## config.mk

```make
export PLATFORM = sky130hd
export DESIGN_NAME = adc_mux_ctrl
export DESIGN_NICKNAME = d
export VERILOG_FILES = /design/src/rtl/adc_ctl_pkg.sv /design/src/rtl/adc_seq.sv /design/src/rtl/adc_regs.sv /design/src/rtl/adc_mux_ctrl.sv
export SDC_FILE = /design/constraint.sdc
export NUM_CORES = 1
export LEC_CHECK = 0
export ABC_AREA = 1
export BUFFER_PORTS_ARGS = -buffer_cell sky130_fd_sc_hd__buf_2
export CORE_ASPECT_RATIO = 0.9
export CORE_MARGIN = 2
export CORE_UTILIZATION = 50
export CTS_BUF_LIST = sky130_fd_sc_hd__clkbuf_2 sky130_fd_sc_hd__clkbuf_4 sky130_fd_sc_hd__clkbuf_8
export DETAILED_ROUTE_END_ITERATION = 7
export PLACE_DENSITY = 0.75
export SETUP_SLACK_MARGIN = 0.4
export SLEW_MARGIN = 5
export SYNTH_ARGS = -nofsm -noshare
export SYNTH_HDL_FRONTEND = slang
export SYNTH_SLANG_ARGS = --single-unit
```

## constraint.sdc

```tcl
create_clock -name clk -period 2.65 [get_ports clk]
set_clock_uncertainty 0.05 [all_clocks]
set_input_delay 0.1325 -clock clk [delete_from_list [all_inputs] [get_ports clk]]
set_output_delay 0.1325 -clock clk [all_outputs]
set_load 0.01 [all_outputs]
```

## src/rtl/adc_ctl_pkg.sv

```systemverilog
package adc_ctl_pkg;
  typedef enum logic [2:0] {
    S_IDLE   = 3'd0,
    S_SETTLE = 3'd1,
    S_LAUNCH = 3'd2,
    S_WAITHI = 3'd3,
    S_WAITLO = 3'd4
  } seq_state_e;

  localparam logic [1:0] REG_CTRL = 2'd0;
  localparam logic [1:0] REG_STAT = 2'd1;
  localparam logic [1:0] REG_IEN  = 2'd2;
  localparam logic [1:0] REG_DATA = 2'd3;

  localparam int BUSY_BIT = 0;
  localparam int DONE_BIT = 2;
endpackage

```

## src/rtl/adc_seq.sv

```systemverilog
module adc_seq
  import adc_ctl_pkg::*;
#(
  parameter int DW        = 16,
  parameter int CHW       = 4,
  parameter int NCH       = 10,
  parameter int DELAY_CYC = 8
) (
  input  logic          clk,
  input  logic          rst,
  input  logic          ctrl_we,
  input  logic [DW-1:0] ctrl_wdata,
  input  logic          busy_i,
  input  logic [DW-1:0] result_i,
  output logic          busy_o,
  output logic [DW-1:0] ctrl_o,
  output logic          cnv_start_o,
  output logic          done_evt_o,
  output logic          res_we_o,
  output logic [DW-1:0] res_o
);
  localparam int MASK_LSB = CHW + 1;
  localparam int DLY_BIT  = DW - 1;
  localparam int NSEL     = 2 ** CHW;
  localparam int CW       = $clog2(DELAY_CYC + 1);

  seq_state_e    state;
  logic [CW-1:0] cnt;
  logic [DW-1:0] ctrl_q;

  logic [CHW-1:0]  sel_ch;
  logic [NSEL-1:0] mask_ext;
  logic            sel_ok;
  logic            start_req;
  logic            finish;

  assign sel_ch    = ctrl_wdata[CHW:1];
  assign mask_ext  = NSEL'(ctrl_wdata[MASK_LSB+NCH-1:MASK_LSB]);
  assign sel_ok    = mask_ext[sel_ch];
  assign start_req = (state == S_IDLE) && ctrl_we && ctrl_wdata[0];
  assign finish    = (state == S_WAITLO) && !busy_i;

  always_ff @(posedge clk) begin
    if (rst) begin
      state  <= S_IDLE;
      cnt    <= '0;
      ctrl_q <= '0;
    end else begin
      case (state)
        S_IDLE: begin
          if (ctrl_we) begin
            ctrl_q <= {ctrl_wdata[DW-1:1], 1'b0};
            if (ctrl_wdata[0] && sel_ok) begin
              if (ctrl_wdata[DLY_BIT]) begin
                state <= S_SETTLE;
                cnt   <= CW'(DELAY_CYC - 1);
              end else begin
                state <= S_LAUNCH;
              end
            end
          end
        end
        S_SETTLE: begin
          if (cnt == '0) state <= S_LAUNCH;
          else           cnt   <= cnt - 1'b1;
        end
        S_LAUNCH: state <= S_WAITHI;
        S_WAITHI: if (busy_i) state <= S_WAITLO;
        S_WAITLO: if (!busy_i) state <= S_IDLE;
        default:  state <= S_IDLE;
      endcase
    end
  end

  assign busy_o      = (state != S_IDLE);
  assign ctrl_o      = ctrl_q;
  assign cnv_start_o = (state == S_LAUNCH);
  assign res_we_o    = finish;
  assign res_o       = {~result_i[DW-1], result_i[DW-2:0]};
  assign done_evt_o  = finish || (start_req && !sel_ok);

  // the strobe lasts one cycle
  a_r2_strobe_single: assert property (@(posedge clk) disable iff (rst)
    cnv_start_o |=> !cnv_start_o);
  // expiry of the settling count leads straight to the strobe
  a_r3_settle_launch: assert property (@(posedge clk) disable iff (rst)
    (state == S_SETTLE && cnt == '0) |=> cnv_start_o);
  // control held while a conversion runs
  a_r8_busy_hold: assert property (@(posedge clk) disable iff (rst)
    (busy_o && ctrl_we) |=> $stable(ctrl_q));
  // a refused start does not enter the sequence
  a_r9_reject_idle: assert property (@(posedge clk) disable iff (rst)
    (start_req && !sel_ok) |=> !busy_o);
endmodule

```

## src/rtl/adc_regs.sv

```systemverilog
module adc_regs
  import adc_ctl_pkg::*;
#(
  parameter int DW = 16
) (
  input  logic          clk,
  input  logic          rst,
  input  logic          we,
  input  logic [1:0]    addr,
  input  logic [DW-1:0] wdata,
  input  logic          busy_i,
  input  logic [DW-1:0] ctrl_i,
  input  logic          done_evt_i,
  input  logic          res_we_i,
  input  logic [DW-1:0] res_i,
  output logic [DW-1:0] rdata_o,
  output logic          irq_o
);
  logic          done_q, ie_q, irq_q;
  logic          done_n, ie_n, clr_req;
  logic [DW-1:0] data_q, rd_n, stat_w, ien_w;
  logic          unused_ok;

  assign clr_req = we && (addr == REG_STAT) && wdata[DONE_BIT];
  assign done_n  = done_evt_i ? 1'b1 : (clr_req ? 1'b0 : done_q);
  assign ie_n    = (we && addr == REG_IEN) ? wdata[DONE_BIT] : ie_q;

  always_comb begin
    stat_w           = '0;
    stat_w[DONE_BIT] = done_q;
    stat_w[BUSY_BIT] = busy_i;
    ien_w            = '0;
    ien_w[DONE_BIT]  = ie_q;
    case (addr)
      REG_CTRL: rd_n = ctrl_i;
      REG_STAT: rd_n = stat_w;
      REG_IEN:  rd_n = ien_w;
      default:  rd_n = data_q;
    endcase
  end

  always_ff @(posedge clk) begin
    if (rst) begin
      done_q  <= 1'b0;
      ie_q    <= 1'b0;
      irq_q   <= 1'b0;
      data_q  <= '0;
      rdata_o <= '0;
    end else begin
      done_q  <= done_n;
      ie_q    <= ie_n;
      irq_q   <= done_n && ie_n;
      rdata_o <= rd_n;
      if (res_we_i) data_q <= res_i;
    end
  end

  assign irq_o     = irq_q;
  assign unused_ok = ^{wdata[DW-1:DONE_BIT+1], wdata[DONE_BIT-1:0]};

  // a completion always leaves done set
  a_r5_done_set: assert property (@(posedge clk) disable iff (rst)
    done_evt_i |=> done_q);
  // write-one clears done when no completion coincides
  a_r6_w1c: assert property (@(posedge clk) disable iff (rst)
    (clr_req && !done_evt_i) |=> !done_q);
  // no interrupt while the enable is clear
  a_r7_irq_gate: assert property (@(posedge clk) disable iff (rst)
    !ie_q |-> !irq_o);
  // data register changes only on a result write
  a_r4_data_hold: assert property (@(posedge clk) disable iff (rst)
    !res_we_i |=> $stable(data_q));
endmodule

```

## src/rtl/adc_mux_ctrl.sv

```systemverilog
module adc_mux_ctrl
  import adc_ctl_pkg::*;
#(
  parameter int DW        = 16,
  parameter int CHW       = 4,
  parameter int NCH       = 10,
  parameter int DELAY_CYC = 8
) (
  input  logic           clk,
  input  logic           rst,
  input  logic           reg_we,
  input  logic [1:0]     reg_addr,
  input  logic [DW-1:0]  reg_wdata,
  output logic [DW-1:0]  reg_rdata,
  output logic           irq,
  output logic           cnv_start,
  output logic [CHW-1:0] cnv_chan,
  output logic [NCH-1:0] ch_enable,
  input  logic           cnv_busy,
  input  logic [DW-1:0]  cnv_result
);
  localparam int MASK_LSB = CHW + 1;

  logic          busy_w, done_evt_w, res_we_w;
  logic [DW-1:0] ctrl_w, res_w;
  logic          ctrl_we;

  assign ctrl_we = reg_we && (reg_addr == REG_CTRL);

  adc_seq #(.DW(DW), .CHW(CHW), .NCH(NCH), .DELAY_CYC(DELAY_CYC)) u_seq (
    .clk        (clk),
    .rst        (rst),
    .ctrl_we    (ctrl_we),
    .ctrl_wdata (reg_wdata),
    .busy_i     (cnv_busy),
    .result_i   (cnv_result),
    .busy_o     (busy_w),
    .ctrl_o     (ctrl_w),
    .cnv_start_o(cnv_start),
    .done_evt_o (done_evt_w),
    .res_we_o   (res_we_w),
    .res_o      (res_w)
  );

  adc_regs #(.DW(DW)) u_regs (
    .clk       (clk),
    .rst       (rst),
    .we        (reg_we),
    .addr      (reg_addr),
    .wdata     (reg_wdata),
    .busy_i    (busy_w),
    .ctrl_i    (ctrl_w),
    .done_evt_i(done_evt_w),
    .res_we_i  (res_we_w),
    .res_i     (res_w),
    .rdata_o   (reg_rdata),
    .irq_o     (irq)
  );

  assign cnv_chan  = ctrl_w[CHW:1];
  assign ch_enable = ctrl_w[MASK_LSB+NCH-1:MASK_LSB];
endmodule

```

==> run metrics, run 1 <==
HP Start=reg_wdata[14]; final antenna-violating net count=0; Slowest Stage Delay on Critical Path=0.45 ns; Total Wirelength=5640 µm; CP startpoint kind=register; clock tree buffer depth=2; Post-DP HPWL=4140 µm; Critical Path Fanout Max=28; Worst VDD drop=0.421 mV; CP bufs+invs=0; Post-route DRC=0; Final Net Count=426; I/O Pins=70; Pwr Total=1.86 mW; WHS Endpoint=u_seq.ctrl_o[14]$_SDFFE_PP0N_; crit end category=register; starting DRC count in detailed routing=185; Avg Inst Size Synth=7.41 µm²; Warnings, synthesis=0; routed len/inst=12.3 µm; FF-to-FF Start=u_seq.state[0]$_SDFFE_PP0P_; setup TNS=0 ns; total grt overflow=0; Reg2Reg Setup Slack=0.78 ns; CTS Buf Count=9; Core Region=4800 µm²; post-synthesis cell type count=26; Rel. slew slack=0.403; PortBufs=69; die area=5510 µm²; row count=24; Initial Utilization=0.514; CTS Root Cell=clkbuf_8; Mapped Cells=333; final hold violation count=0; Top FF cell, synth=dfxtp_1; cell family with most CP delay=simple AND/OR/NAND/NOR gates; pin count of the biggest net entering global routing=37; Syn Nets=372; WHS=0.0187 ns; Hold Path Class=in2reg; RSZ-0062 raised after global routing=false; Tmin final=1.87 ns; Max Cap Viol=0; final cell count without fillers=457; reg2reg end=u_seq.cnt[0]$_SDFFE_PP0P_; CTS sink count=57; sequential-to-total area share from yosys stat=0.462; Diodes inserted=0; clock slew at reported path FFs=0.07 ns; gp weighted congestion=0.789; maximum clock rate=536 MHz; synthesized area=2470 µm²; initial antenna violation count=0; Fill cells=472; dpl cells=441; Post-CTS Setup Bufs=0; required time of the worst setup path=2.82 ns; total track usage=0.216; H-tree depth=3; Leak=1.31 nW; hold-fix buffers at CTS=0; R2R cell count=8; FFs w/ async S/R, synth=0; first-pass GRT wire length=9140 µm; Slew Viols, Final=0; overall die height=70.6 µm; Cell Pwr Density=635 nW/µm²; proportion of layout cells with a drive suffix above 1=0.265; number of global-route vias before repair=2035; Layout area overhead=18.8%; Die X-Extent=78.0 µm; final setup vio count=0; critical path's slowest cell=nor2_4; CTS tree=yes; Synth Register Bits=57; number of vias per cell=4.93; Arr. time, crit path=2.03 ns; CTS resizes=0; cell mode on critical path=nand2_1; Pre-antenna DRT Iters=4; Slew @ Worst Pin=0.894 ns; DR vias=2253; status=finished clean; clk_lat worst skew=0.33 ns; Tcrit/Tclk final=0.705; area of the multi-input gates=991 µm²; number of flops mapped to enable cells by yosys=0; critical path class=reg2reg; worst hold path depth=3; crit path cell chain=nor2_2 > nand2_1 > nor2_4 > nand2_1 > nand2_2 > nand3_1 > nand2_1 > nor2_1; Reg area=1140 µm²
==> worst max path at each step <==
stage / start / end / slack (ns) / cells after the start
after CTS: u_seq.state[0]$_SDFFE_PP0P_ / u_seq.cnt[0]$_SDFFE_PP0P_ / 0.83 / 8
after global routing: u_seq.state[0]$_SDFFE_PP0P_ / u_seq.cnt[3]$_SDFFE_PP0P_ / 0.61 / 8
after floorplan: u_seq.state[0]$_SDFFE_PP0P_ / u_seq.cnt[0]$_SDFFE_PP0P_ / 1.32 / 8
final: u_seq.state[0]$_SDFFE_PP0P_ / u_seq.cnt[0]$_SDFFE_PP0P_ / 0.78 / 8
after global placement: reg_addr[0] / u_seq.cnt[3]$_SDFFE_PP0P_ / 0.83 / 10
after detailed placement: reg_addr[0] / u_seq.cnt[0]$_SDFFE_PP0P_ / 0.76 / 10
==> per-layer routing <==
layer,up-vias,wire [µm],global-route usage
met2,59,2710,0.352
met4,0,90,0.0838
met5,-,0,0
met1,1026,2490,0.266
li1,1160,-,-
met3,8,348,0.0702
==> worst register-to-register path: stages (launching register included) <==
cell and delay (ns):
dfxtp_1 0.36, nor2_2 0.18, nand2_1 0.16, nor2_4 0.45, nand2_1 0.16, nand2_2 0.17, nand3_1 0.10, nand2_1 0.08
nor2_1 0.05
==> per-stage QoR <==
| step | util | setup WS (ns) | area, µm² |
|---|---|---|---|
| 6_report | 0.610 | 0.783 | 2930 |
| 5_1_grt | 0.610 | 0.611 | 2930 |
| 4_1_cts | 0.610 | 0.825 | 2930 |
| 3_5_place_dp | 0.569 | 0.755 | 2740 |
| 3_3_place_gp | 0.569 | 0.827 | 2740 |
| 2_1_floorplan | - | 1.32 | 2470 |
==> synth_stat cells (all sizes together), types with 2 or more instances <==
library cell  instances  area [µm²]
o21ai                32         160
nand3                22         135
clkbuf                9        33.8
buf                  18         133
nor2                 25         111
dfxtp                57        1140
nand2                62         240
inv                  45         169
a31oi                 2        12.5
a21oi                54         282
==> flip-flops by register name, summed over array words and instances (netlist names) <==
| name | cells |
|---|---|
| u_regs.data_q | 16 |
| u_regs.done_q | 1 |
| u_regs.ie_q | 1 |
| u_regs.irq_o | 1 |
| u_regs.rdata_o | 16 |
| u_seq.cnt | 4 |
| u_seq.ctrl_o | 15 |
| u_seq.state | 3 |
==> logic make-up after synthesis <==
logic type	synth area share
AND/OR/NAND/NOR	0.209
adder cells (fa/ha/maj)	0.00507
AO/OA/AOI/OAI	0.187
buffers and inverters	0.136
flip-flops	0.462
==> layout by cell type (no fill, tap or decap) <==
master	Yosys	layout
buf_2	1	69
nand2_1	59	59
dfxtp_1	57	57
a21oi_1	51	51
inv_1	41	41
o21ai_0	32	32
nor2_1	22	22
nand3_1	17	17
clkbuf_8	0	9
nand3_2	5	5
inv_2	4	4
nand2_2	3	3
a21oi_2	3	3
nor2_4	2	2
a31oi_1	2	2
clkinv_2	0	2
clkbuf_4	0	2
nor3_1	1	1
nor2_2	1	1
and2_1	1	1
nor4_1	1	1
or3_1	1	1
o211ai_1	1	1
nand4_1	1	1
ha_1	1	1
clkinvlp_4	0	1
bufinv_16	0	1
clkinv_4	0	1
buf_4	15	1
==> report_power, final <==
part	total (mW)	internal (mW)	switching, mW
sequential	0.895	0.878	0.0170
combinational	0.182	0.0662	0.116
clock	0.785	0.453	0.332
==> layout make-up <==
class | count | area share
flip-flops and latches | 57 | 0.389
multi-input cells | 204 | 0.338
repair buffers | 70 | 0.120
inverters | 45 | 0.0576
clock buffers | 11 | 0.0474
well taps | 65 | 0.0278
clock inverters | 5 | 0.0192
(Power assumes the default switching activity.)
==> run 2, diff against run 1 <==
Settings changed: CORE_UTILIZATION 50 to 48.
Clock period 2.65 ns to 1.65 ns, I/O delays scaled along.
==> run 2 against run 1 <==
Design area increased by 18%. First-iteration DRC count increased by 37%. Largest power group is now the clock network. Via count increased by 10%. Largest cell class unchanged.
==> run metrics, run 2 (synthesis results as in run 1) <==
status=finished clean; row count=24; number of global-route vias before repair=2258; Detail Route met3 WL=544 µm; CP startpoint kind=register; Slew Viols, Final=0; Finished Cell Area=3460 µm²; commonest non-fill, non-tap cell in the layout=buf_2; H-tree depth=3; first-pass GRT wire length=10200 µm; final hold violation count=0; Layout area overhead=40.1%; Diodes inserted=0; pre-CTS setup slack=0.269 ns; DR vias=2486; Initial Utilization=0.504; Cell Pwr Density=975 nW/µm²; gp weighted congestion=0.858; RSZ-0062 raised after global routing=true; clock slew at reported path FFs=0.06 ns; Hold Path Class=in2reg; clock tree buffer depth=2; crit end category=register; Slowest Stage Delay on Critical Path=0.36 ns; WHS=0.00693 ns; Arr. time, crit path=1.57 ns; Rel. slew slack=0.713; Fill cells=384; CTS Buf Count=9; Slew @ Worst Pin=0.431 ns; commonest cells after routing, fill and taps aside=70 x buf_2, 56 x nand2_1, 52 x dfxtp_1, 48 x a21oi_1, 35 x inv_1; number of vias per cell=5.04; routed len/inst=13.6 µm; HP Start=cnv_result[14]; Worst VDD drop=0.918 mV; Tmin final=1.38 ns; Post-route DRC=0; Leak=1.53 nW; CTS Root Cell=clkbuf_8; total grt overflow=0; crit path cell chain=nor2_4 > nand2_4 > nor2_4 > nand2_2 > nand2_2 > nand3_1 > nand2_1 > nor2_1; clk_lat worst skew=0.34 ns; die area=5730 µm²; final antenna-violating net count=0; maximum clock rate=722 MHz; overall die height=72.0 µm; critical path's slowest cell=dfxtp_4; Die X-Extent=79.6 µm; initial antenna violation count=0; required time of the worst setup path=1.83 ns; CP Launch Point=u_seq.state[1]$_SDFFE_PP0P_; Total Wirelength=6720 µm; worst setup margin=0.265 ns; Placed Area=2810 µm²; CTS sink count=57; setup TNS=0 ns; pin count of the biggest net entering global routing=37; Tcrit/Tclk final=0.839; proportion of layout cells with a drive suffix above 1=0.329; Reg area=1150 µm²; starting DRC count in detailed routing=254; Met2 Wirelength=3130 µm; Final Net Count=463; critical path class=reg2reg; met1 wire length=2930 µm; top sig layer=met4; FF-to-FF Start=u_seq.state[1]$_SDFFE_PP0P_; Max Cap Viol=0; area of the multi-input gates=1100 µm²; Critical Path Fanout Max=7; I/O Pins=70; Core Region=4890 µm²; total track usage=0.233; final setup vio count=0; Pre-antenna DRT Iters=5; Post-DP HPWL=4230 µm; PortBufs=69; CTS tree=yes
## run 2: changes by cell type in the layout (fill, tap and decap cells not counted), sizes merged
cell,change
dlygate4sd3,+25
buf,+12
clkinv,-3
clkbuf,+2
bufinv,+1
clkinvlp,-1
## run 2: through the flow
stage          utilization  std cells  power (mW)
2_1_floorplan            -        333        1.68
3_3_place_gp         0.574        446        1.77
3_5_place_dp         0.574        446        1.77
4_1_cts              0.686        488        3.34
5_1_grt              0.706        493        3.48
6_report             0.706        493        3.37
## run 2: repair_timing
action	in CTS	in global routing
pin swaps	2	6
cloned	0	1
hold buffers	25	0
buffers inserted	2	4
resized for setup	15	21
endpoints found under the hold margin	25	0
endpoints found under the setup margin	41	40
## run 2: area by class of cell
| cell class | count | share of cell area |
|---|---|---|
| inverter | 45 | 0.0496 |
| sequential | 57 | 0.333 |
| clock buffer | 13 | 0.0500 |
| clock inverter | 2 | 0.0174 |
| multi-input combinational | 204 | 0.318 |
| timing repair buffer | 107 | 0.208 |
| tap | 65 | 0.0235 |
## run 2: worst paths after layout
| path | to | slack, ns | depth (start not counted) |
|---|---|---|---|
| min | u_regs.data_q[14]$_SDFFE_PP0P_ | 0.007 | 3 |
| min reg2reg | u_regs.data_q[5]$_SDFFE_PP0P_ | 0.40 | 2 |
| max | u_seq.cnt[1]$_SDFFE_PP0P_ | 0.27 | 8 |
| max reg2reg | u_seq.cnt[1]$_SDFFE_PP0P_ | 0.27 | 8 |
## run 2: critical path: cells and delay by family, from the launching register on
kind             cells  cell delay [ns]
AND/OR/NAND/NOR      8             0.87
flip-flops           1             0.36
## run 2: report_power, final
part	internal [mW]	total (mW)	switching (mW)	leakage [nW]
logic	0.182	0.411	0.229	0.949
clock network	0.983	1.52	0.537	0.119
registers	1.41	1.44	0.0296	0.464
total	2.57	3.37	0.795	1.53
## run 2: per-layer routing
layer / global-route usage / up-vias
met1: 0.305 / 1100
met4: 0.0958 / 0
met2: 0.365 / 131
li1: - / 1240
met5: 0 / -
met3: 0.0634 / 15
